$ cat src/rtl/tcap_pkg.sv
package tcap_pkg;
   typedef enum logic [1:0] {
      ST_IDLE  = 2'd0,
      ST_ARMED = 2'd1,
      ST_CAPT  = 2'd2,
      ST_DONE  = 2'd3
   } cap_state_e;
endpackage

$ cat src/rtl/tcap_rate_div.sv
// Sample-rate divider: a tick every div_i+1 clocks, plus a flag for the
// late half of the current period.
module tcap_rate_div #(
   parameter int DIV_W = 8
) (
   input  logic             clk,
   input  logic             rst_n,
   input  logic [DIV_W-1:0] div_i,
   output logic             tick_o,
   output logic             late_o
);
   logic [DIV_W-1:0] cnt_q;
   logic [DIV_W:0]   span_w;
   logic [DIV_W:0]   half_w;

   assign span_w = {1'b0, div_i} + {{DIV_W{1'b0}}, 1'b1};
   assign half_w = span_w >> 1;
   assign tick_o = (cnt_q >= div_i);
   assign late_o = ({1'b0, cnt_q} >= half_w);

   always_ff @(posedge clk) begin
      if (!rst_n)      cnt_q <= '0;
      else if (tick_o) cnt_q <= '0;
      else             cnt_q <= cnt_q + 1'b1;
   end

   // every period restarts from position 0 after a tick
   p_cnt_restart_r6: assert property (@(posedge clk) disable iff (!rst_n)
      tick_o |=> (cnt_q == '0));
   // the closing cycle of a period always lies in the late half
   p_late_at_tick_r5: assert property (@(posedge clk) disable iff (!rst_n)
      tick_o |-> late_o);
endmodule

$ cat src/rtl/tcap_trig_cmp.sv
// Masked pattern compare, one miss bit per probe line.
module tcap_trig_cmp #(
   parameter int W = 32
) (
   input  logic [W-1:0] probe_i,
   input  logic [W-1:0] pat_i,
   input  logic [W-1:0] mask_i,
   output logic         hit_o
);
   logic [W-1:0] miss_w;

   for (genvar b = 0; b < W; b++) begin : g_bit
      assign miss_w[b] = mask_i[b] & (probe_i[b] ^ pat_i[b]);
   end

   assign hit_o = ~|miss_w;
endmodule

$ cat src/rtl/tcap_seq.sv
// Arm / trigger / capture / done sequencer and the RAM address counter.
module tcap_seq
   import tcap_pkg::*;
#(
   parameter int ADDR_W = 14
) (
   input  logic              clk,
   input  logic              rst_n,
   input  logic              arm_i,
   input  logic              disarm_i,
   input  logic              tick_i,
   input  logic              hit_i,
   output cap_state_e        state_o,
   output logic [ADDR_W-1:0] addr_o,
   output logic              take_o
);
   localparam logic [ADDR_W-1:0] ADDR_LAST = '1;

   cap_state_e        cur_q, nxt_w;
   logic [ADDR_W-1:0] addr_q, addr_d;
   logic              take_w;

   always_comb begin
      nxt_w  = cur_q;
      addr_d = addr_q;
      take_w = 1'b0;
      if (disarm_i) begin
         nxt_w = ST_IDLE;
      end else begin
         case (cur_q)
            ST_IDLE, ST_DONE: begin
               if (arm_i) begin
                  nxt_w  = ST_ARMED;
                  addr_d = '0;
               end
            end
            ST_ARMED: begin
               if (tick_i && hit_i) begin
                  nxt_w  = ST_CAPT;
                  addr_d = '0;
                  take_w = 1'b1;
               end
            end
            ST_CAPT: begin
               if (tick_i) begin
                  if (addr_q == ADDR_LAST) begin
                     nxt_w  = ST_DONE;
                     addr_d = '0;
                  end else begin
                     addr_d = addr_q + 1'b1;
                     take_w = 1'b1;
                  end
               end
            end
            default: nxt_w = ST_IDLE;
         endcase
      end
   end

   always_ff @(posedge clk) begin
      if (!rst_n) begin
         cur_q  <= ST_IDLE;
         addr_q <= '0;
      end else begin
         cur_q  <= nxt_w;
         addr_q <= addr_d;
      end
   end

   assign state_o = cur_q;
   assign addr_o  = addr_q;
   assign take_o  = take_w;

   // each capture tick below the top steps the address by one
   p_addr_step_r4: assert property (@(posedge clk) disable iff (!rst_n)
      (cur_q == ST_CAPT && tick_i && !disarm_i && addr_q != ADDR_LAST)
      |=> (cur_q == ST_CAPT && addr_q == $past(addr_q) + 1'b1));
   // the tick at the top address ends the run with the address at zero
   p_wrap_done_r7: assert property (@(posedge clk) disable iff (!rst_n)
      (cur_q == ST_CAPT && tick_i && !disarm_i && addr_q == ADDR_LAST)
      |=> (cur_q == ST_DONE && addr_q == '0));
   // done is held without a command
   p_done_hold_r7: assert property (@(posedge clk) disable iff (!rst_n)
      (cur_q == ST_DONE && !arm_i && !disarm_i) |=> (cur_q == ST_DONE));
   // disarm always lands in idle
   p_disarm_idle_r8: assert property (@(posedge clk) disable iff (!rst_n)
      disarm_i |=> (cur_q == ST_IDLE));
   // idle never jumps straight into capture
   p_idle_no_capt_r2: assert property (@(posedge clk) disable iff (!rst_n)
      (cur_q == ST_IDLE) |=> (cur_q != ST_CAPT));
   // between ticks an arm pulse leaves a capture untouched
   p_arm_ignored_r9: assert property (@(posedge clk) disable iff (!rst_n)
      (cur_q == ST_CAPT && !disarm_i && !tick_i)
      |=> (cur_q == ST_CAPT && $stable(addr_q)));
endmodule

$ cat src/rtl/tcap_sram_wr.sv
// RAM write side: lane select, sample register and write strobe.
module tcap_sram_wr #(
   parameter int PROBE_W = 32,
   parameter int RAM_DW  = 16,
   parameter int LANE    = 0
) (
   input  logic               clk,
   input  logic               rst_n,
   input  logic [PROBE_W-1:0] probe_i,
   input  logic               take_i,
   input  logic               capt_i,
   input  logic               late_i,
   output logic [RAM_DW-1:0]  data_o,
   output logic               we_n_o
);
   logic [RAM_DW-1:0] lane_w;
   logic [RAM_DW-1:0] data_q;

   if (PROBE_W == RAM_DW) begin : g_full
      assign lane_w = probe_i;
   end else begin : g_slice
      if (RAM_DW * (LANE + 1) > PROBE_W || LANE < 0) begin : g_bad
         $error("tcap_sram_wr: LANE selects bits outside the probe bus");
      end
      assign lane_w = probe_i[LANE*RAM_DW +: RAM_DW];
   end

   always_ff @(posedge clk) begin
      if (!rst_n)      data_q <= '0;
      else if (take_i) data_q <= lane_w;
   end

   assign data_o = data_q;
   assign we_n_o = ~(capt_i & late_i);

   // a load request stores the selected probe slice
   p_take_loads_r4: assert property (@(posedge clk) disable iff (!rst_n)
      take_i |=> (data_o == $past(lane_w)));
   // held data stays put while no load is requested
   p_data_hold_r5: assert property (@(posedge clk) disable iff (!rst_n)
      !take_i |=> $stable(data_o));
endmodule

$ cat src/rtl/tcap_capture.sv
// Triggered sample capture controller, top level.
module tcap_capture
   import tcap_pkg::*;
#(
   parameter int PROBE_W = 32,
   parameter int RAM_DW  = 16,
   parameter int ADDR_W  = 14,
   parameter int DIV_W   = 8,
   parameter int LANE    = 0
) (
   input  logic               clk,
   input  logic               rst_n,
   input  logic [PROBE_W-1:0] probe_i,
   input  logic [PROBE_W-1:0] trig_pat_i,
   input  logic [PROBE_W-1:0] trig_mask_i,
   input  logic [DIV_W-1:0]   rate_div_i,
   input  logic               arm_i,
   input  logic               disarm_i,
   output logic [ADDR_W-1:0]  ram_addr_o,
   output logic [RAM_DW-1:0]  ram_data_o,
   output logic               ram_we_n_o,
   output logic               armed_o,
   output logic               capturing_o,
   output logic               done_o
);
   if (PROBE_W < 1 || RAM_DW < 1 || RAM_DW > PROBE_W) begin : g_chk_w
      $error("tcap_capture: RAM word must be 1..PROBE_W bits");
   end
   if (ADDR_W < 1 || DIV_W < 1) begin : g_chk_a
      $error("tcap_capture: ADDR_W and DIV_W must be positive");
   end

   logic       tick_w, late_w, hit_w, take_w;
   cap_state_e state_w;

   tcap_rate_div #(.DIV_W(DIV_W)) u_div (
      .clk    (clk),
      .rst_n  (rst_n),
      .div_i  (rate_div_i),
      .tick_o (tick_w),
      .late_o (late_w)
   );

   tcap_trig_cmp #(.W(PROBE_W)) u_cmp (
      .probe_i (probe_i),
      .pat_i   (trig_pat_i),
      .mask_i  (trig_mask_i),
      .hit_o   (hit_w)
   );

   tcap_seq #(.ADDR_W(ADDR_W)) u_seq (
      .clk      (clk),
      .rst_n    (rst_n),
      .arm_i    (arm_i),
      .disarm_i (disarm_i),
      .tick_i   (tick_w),
      .hit_i    (hit_w),
      .state_o  (state_w),
      .addr_o   (ram_addr_o),
      .take_o   (take_w)
   );

   tcap_sram_wr #(.PROBE_W(PROBE_W), .RAM_DW(RAM_DW), .LANE(LANE)) u_wr (
      .clk    (clk),
      .rst_n  (rst_n),
      .probe_i(probe_i),
      .take_i (take_w),
      .capt_i (state_w == ST_CAPT),
      .late_i (late_w),
      .data_o (ram_data_o),
      .we_n_o (ram_we_n_o)
   );

   assign armed_o     = (state_w == ST_ARMED);
   assign capturing_o = (state_w == ST_CAPT);
   assign done_o      = (state_w == ST_DONE);

   // strobe only while capturing
   p_we_in_capt_r5: assert property (@(posedge clk) disable iff (!rst_n)
      !ram_we_n_o |-> capturing_o);
   // status lines are mutually exclusive
   p_status_onehot_r10: assert property (@(posedge clk) disable iff (!rst_n)
      $onehot0({armed_o, capturing_o, done_o}));
endmodule

$ cat config.mk
export PLATFORM = sky130hd
export DESIGN_NAME = tcap_capture
export DESIGN_NICKNAME = d
export VERILOG_FILES = /design/src/rtl/tcap_pkg.sv /design/src/rtl/tcap_rate_div.sv /design/src/rtl/tcap_trig_cmp.sv /design/src/rtl/tcap_seq.sv /design/src/rtl/tcap_sram_wr.sv /design/src/rtl/tcap_capture.sv
export SDC_FILE = /design/constraint.sdc
export NUM_CORES = 1
export LEC_CHECK = 0
export BUFFER_PORTS_ARGS = -buffer_cell sky130_fd_sc_hd__buf_2
export CAP_MARGIN = 0
export CORE_UTILIZATION = 45
export DETAILED_ROUTE_END_ITERATION = 10
export PLACE_DENSITY = 0.77
export SLEW_MARGIN = 5
export SYNTH_ARGS = -nofsm -noshare
export SYNTH_HDL_FRONTEND = slang
export SYNTH_SLANG_ARGS = --single-unit
$ cat constraint.sdc
create_clock -name clk -period 3.35 [get_ports clk]
set_clock_uncertainty 0.15 [all_clocks]
set_input_delay 0.335 -clock clk [delete_from_list [all_inputs] [get_ports clk]]
set_output_delay 0.335 -clock clk [all_outputs]
set_load 0.02 [all_outputs]
After elaboration in Yosys (flattened, before gate mapping)

Cells that the tools add are included.
Widths: inputs -> output; s select.

Add/sub/neg operators: 3
Magnitude comparators: 2
Equal/unequal tests: 8
Mux-type cells: 15
Bitwise operators: 68
Reduce and logical (&&, ||, !) cells: 9

Operators with widths:

| operator              | count |
|---|---|
| $mux 14               | 4 |
| $pmux 14 s3           | 1 |
| $and 1x1->1           | 33 |
| $reduce_or 32->1      | 1 |
| $xor 1x1->1           | 32 |
| $ge 8x8->1            | 2 |
| $add 14x1->14 const B | 1 |
| $eq 14x14->1 const B  | 1 |
| $add 8x1->9 const B   | 1 |
| $add 8x1->8 const B   | 1 |
| $mux 2                | 4 |
| $reduce_and 4->1      | 2 |
| $ne 2x2->1 const B    | 3 |
| $pmux 2 s3            | 1 |
| $reduce_or 2->1       | 3 |
| $eq 2x2->1 const B    | 2 |
| $mux 1                | 4 |
| $not 1->1             | 3 |
| $eq 2x1->1 const B    | 1 |
| $logic_not 2->1       | 1 |
| $ne 2x1->1 const B    | 1 |
| $pmux 1 s2            | 1 |
| $logic_and 1x1->1     | 1 |
| $logic_not 1->1       | 1 |

Register bits after elaboration: 40
Input bits: 108
Output and inout bits: 34
Logic and storage cells: 109

Depth between registers and ports, before layout

Word-level depth: 8
Mapped depth: 10
Depth with buffers taken out: 9

Hierarchy

A second synthesis with hierarchy kept.

Cell total of the unflattened synthesis: 325
Area total of the unflattened synthesis: 2,869.0 um^2

Modules (own cells, without submodules):

| module        | instances | cells an instance | area an instance (um^2) | sequential area each (um^2) |
|---|---|---|---|---|
| tcap_seq      | 1         | 124               | 1,016.0                 | 320.3 |
| tcap_rate_div | 1         | 93                | 773.2                   | 160.2 |
| tcap_sram_wr  | 1         | 52                | 619.3                   | 320.3 |
| tcap_trig_cmp | 1         | 53                | 437.9                   | 0.0 |
| tcap_capture  | 1         | 3                 | 22.5                    | 0.0 |

Least setup slack after synthesis

OpenSTA, ideal clock, no wires.

Path kind: input-to-output
Start: in rate_div_i[0]
End: out ram_we_n_o
Arrival: 2,004 ps
Required time: 2,865 ps
Setup slack: 861 ps
Cell stages on the path: 9
Buffers on the path: 0
Cells stage by stage: ha_1 > ha_1 > nand2b_1 > a21o_1 > a21o_1 > a21o_1 > a211oi_1 > o21ai_0 > o211ai_1

Word-level cells in the longest chain between the ends: 4

RTL lines:

| item        | RTL line            | RTL |
|---|---|---|
| from (decl) | tcap_capture.sv:16  | `input logic [DIV_W-1:0] rate_div_i,` |
| $add 8x1->9 | tcap_rate_div.sv:16 | `assign span_w = {1'b0, div_i} + {{DIV_W{1'b0}}, 1'b1};` |
| $ge 8x8->1  | tcap_rate_div.sv:19 | `assign late_o = ({1'b0, cnt_q} >= half_w);` |
| $and 1x1->1 | tcap_sram_wr.sv:34  | `assign we_n_o = ~(capt_i & late_i);` |
| $not 1->1   | tcap_sram_wr.sv:34  |  |
| to (decl)   | tcap_capture.sv:21  | `output logic ram_we_n_o,` |

No other way between the ends.

Worst setup path in the final report

Start: reg u_div.cnt_q[0]
End: out ram_we_n_o

Word-level cells in the longest chain between the ends: 3

RTL lines:

| item                   | RTL line            | RTL |
|---|---|---|
| from (decl)            | tcap_rate_div.sv:12 | `logic [DIV_W-1:0] cnt_q;` |
| from (signal assigned) | tcap_rate_div.sv:24 | `else cnt_q <= cnt_q + 1'b1;` |
| $ge 8x8->1             | tcap_rate_div.sv:19 |  |
| $and 1x1->1            | tcap_sram_wr.sv:34  |  |
| $not 1->1              | tcap_sram_wr.sv:34  |  |

No other way between the ends.

==> impl_metrics.yaml <==
clock_network:
  clk_pin_slew_ns: 0.08
  cts_tree: "done"
  clock_latency_ns: 0.29
  cts_buffers: 5
  cts_max_level: 2
  holdBufCountCts: 0
  cts-resized-gates: 0
  cts_setup_buffers: 0
  clock_sinks: 40
  root_buffer: "clkbuf_8"
  clockBufferDepth: 2
sta:
  timing.setup.tns_ns: 0
  worst_pin_slew_ns: 0.706
  fin_crit_ns: 2.83
  worst_slack_ns: 0.524
  rsz0062_at_grt: "no"
  setup_viol: 0
  slew_headroom_pct: 52.9
  hold_viol: 0
  finalCritPeriodShare_pct: 84.4
  slew_viol_final: 0
  max_clock_freq_mhz: 354
layout:
  fillers: 491
  finish.instance_area_mm2: 0.00359
  area_growth_pct: 33.5
  diodes: 0
  drive_gt1_share_pct: 33.3
  nets: 605
route:
  drt-total-wl_um: 7260
  vias: 2880
  dr.pass1.iters: 5
  drt_iter0_markers: 124
  final_antenna_net_count: 0
  routedWlPerCell_um: 13.3
  drc: 0
  via_per_inst: 5.27
global_routing:
  grtUsageTotal_pct: 23.2
  grt_pass1_wl_um: 11700
  grt_pass1_vias: 2733
  overflow: 0
  grt_max_degree: 42
  antenna_found_initial: 0
min_path:
  min_path_type: "in -> reg"
placement:
  routabilityCongestion: 0.783
  placed_area_mm2: 0.00346
  place_ws_ns: 0.276
  place.port_buffers: 141
  dp_hpwl_um: 5880
yosys:
  synth-seq-area-share_pct: 29.8
  synth.area.top_cells: "dfxtp_1 (30%), xor2_1 (12%), ha_1 (11%)"
  synth_cell_types: 39
  synth_edf_count: 0
  synth_top_area_share_pct: 29.8
  synthArstFlopShare_pct: 0
  ys_ff_latch: 40
  yosys.area.top_type: "dfxtp_1"
  synth_area_mm2: 0.00269
  synth_cells: 332
  ys_top_cells_by_count: "dfxtp_1 (40), xor2_1 (37), o21ai_0 (36)"
  yosysMostFrequentCell: "dfxtp_1"
  postSynthAreaPerCell_um2: 8.10
  ys.warnings.count: 0
  ys.flop_type: "dfxtp_1"
  syn-num-nets: 463
worst_setup_path:
  end_kind: "primary output"
  start_kind: "register"
  worstSetupPathType: "reg -> out"
  critical_path_required_ns: 2.86
  critPathMaxFanout: 6
  worst_ep_arrival_time_ns: 2.34
run_status:
  status: "finished, final reports clean"
die:
  rows: 27
  core_mm2: 0.00564
  dieHeight_um: 79.3
  die_x_um: 79.3
  initial_core_util_pct: 47.7
  die_area_mm2: 0.00629
  pin_count: 142
power:
  p_sw_share_pct: 26.1
  finalPower_w: 0.00117
  combPwrFrac_pct: 20.7
  seq_power_share_pct: 42.0
  peakVddDrop_uv: 233
  p_sw_w: 0.000304
  p_per_area_mw_per_mm2: 325
  p_leak_nw: 1.81
  p_clk_share_pct: 37.3
  p_int_w: 0.000862
job:
  maxCapViolations: 0
==> sequential cells by signal, indices dropped and copies added (netlist names) <==
register / count
u_seq.state_o: 2
u_seq.addr_o: 14
u_div.cnt_q: 8
u_wr.data_o: 16
==> layout by cell type, fill, tap and decap left out, drive strengths merged <==
cell     Yosys  layout
nor2        22      22
bufinv       0       1
o211ai       2       2
nor3b        1       1
o31ai        5       5
or4          1       1
nor4         2       2
and2         3       3
or2          3       3
buf          3     143
a22oi       17      17
a21o         3       3
dfxtp       40      40
o211a        1       1
a211oi       4       4
o31a         1       1
nand2       33      33
a21oi        7       7
clkbuf       5       7
nor2b        2       2
and3         7       7
xnor2        7       7
nand4        6       6
inv         13      13
nand2b       2       2
a31oi        2       2
o311ai       2       2
o21ai       37      37
nor3         5       5
xor2        37      37
a2111oi      1       1
ha          23      23
nand3       35      35
==> logic make-up (layout without fill, tap and decap cells) <==
logic type,count (synthesis),count (layout),share of synthesized area [%]
xor gates and xnor gates,44,44,14.3
buffers and inverters,21,164,3.30
DFF,40,40,29.8
and+or+nand+nor,122,122,22.0
AOI/OAI and AO/OA,82,82,19.9
adders and majority gates,23,23,10.7
==> critical path, cell delays in order, from the launching register on <==
cell	delay [ns]
dfxtp_1	0.40
inv_1	0.08
ha_1	0.28
nand2b_1	0.15
a21o_1	0.19
a21o_1	0.17
a21o_1	0.17
a211oi_1	0.22
o21ai_0	0.12
o211ai_1	0.09
buf_2	0.18
==> metal layers <==
metal,GRT usage (%),wire (µm),part of all wire (%)
met1,26.6,2930,40
met2,42.7,3770,52
met3,6.55,521,7.2
met4,4.36,35,0.48
met5,0,0,0
==> area by class of cell <==
cell class | count | area, µm² | area share [%]
Clock buffer | 7 | 96.3 | 2.68
Timing Repair Buffer | 143 | 721 | 20.1
Clock inverter | 1 | 30.0 | 0.836
Inverter | 13 | 48.8 | 1.36
Multi-Input combinational cell | 271 | 1810 | 50.3
Tap cell | 72 | 90.1 | 2.51
Sequential cell | 40 | 801 | 22.3
==> stage by stage <==
| stage | utilization [%] | hold WS, ns | instances |
|---|---|---|---|
| finish | 63.7 | 0.154 | 547 |
| global route | 63.7 | 0.163 | 547 |
| CTS | 63.6 | 0.151 | 547 |
| detailed placement | 61.3 | 0.311 | 539 |
| global placement | 61.3 | 0.298 | 539 |
| floorplan | - | 0.299 | 332 |
==> power groups by stage <==
stage | logic (W) | registers (W) | clock network (W)
2_1_floorplan | 0.000135 | 0.000498 | 0
3_3_place_gp | 0.000232 | 0.000500 | 0
3_5_place_dp | 0.000240 | 0.000501 | 0
4_1_cts | 0.000241 | 0.000489 | 0.000441
5_1_grt | 0.000272 | 0.000491 | 0.000456
6_report | 0.000242 | 0.000490 | 0.000435
==> path summary, 6_finish.rpt <==
check | depth (start not counted) | slack [ns] | to | from
worst max register to register | 9 | 0.61 | u_wr.data_o[3] | u_div.cnt_q[0]
worst min-delay path | 3 | 0.15 | u_wr.data_o[5] | probe_i[5]
worst max-delay path | 10 | 0.52 | ram_we_n_o | u_div.cnt_q[0]
worst min register to register | 2 | 0.32 | u_wr.data_o[0] | u_wr.data_o[0]
(Power assumes the default switching activity.)
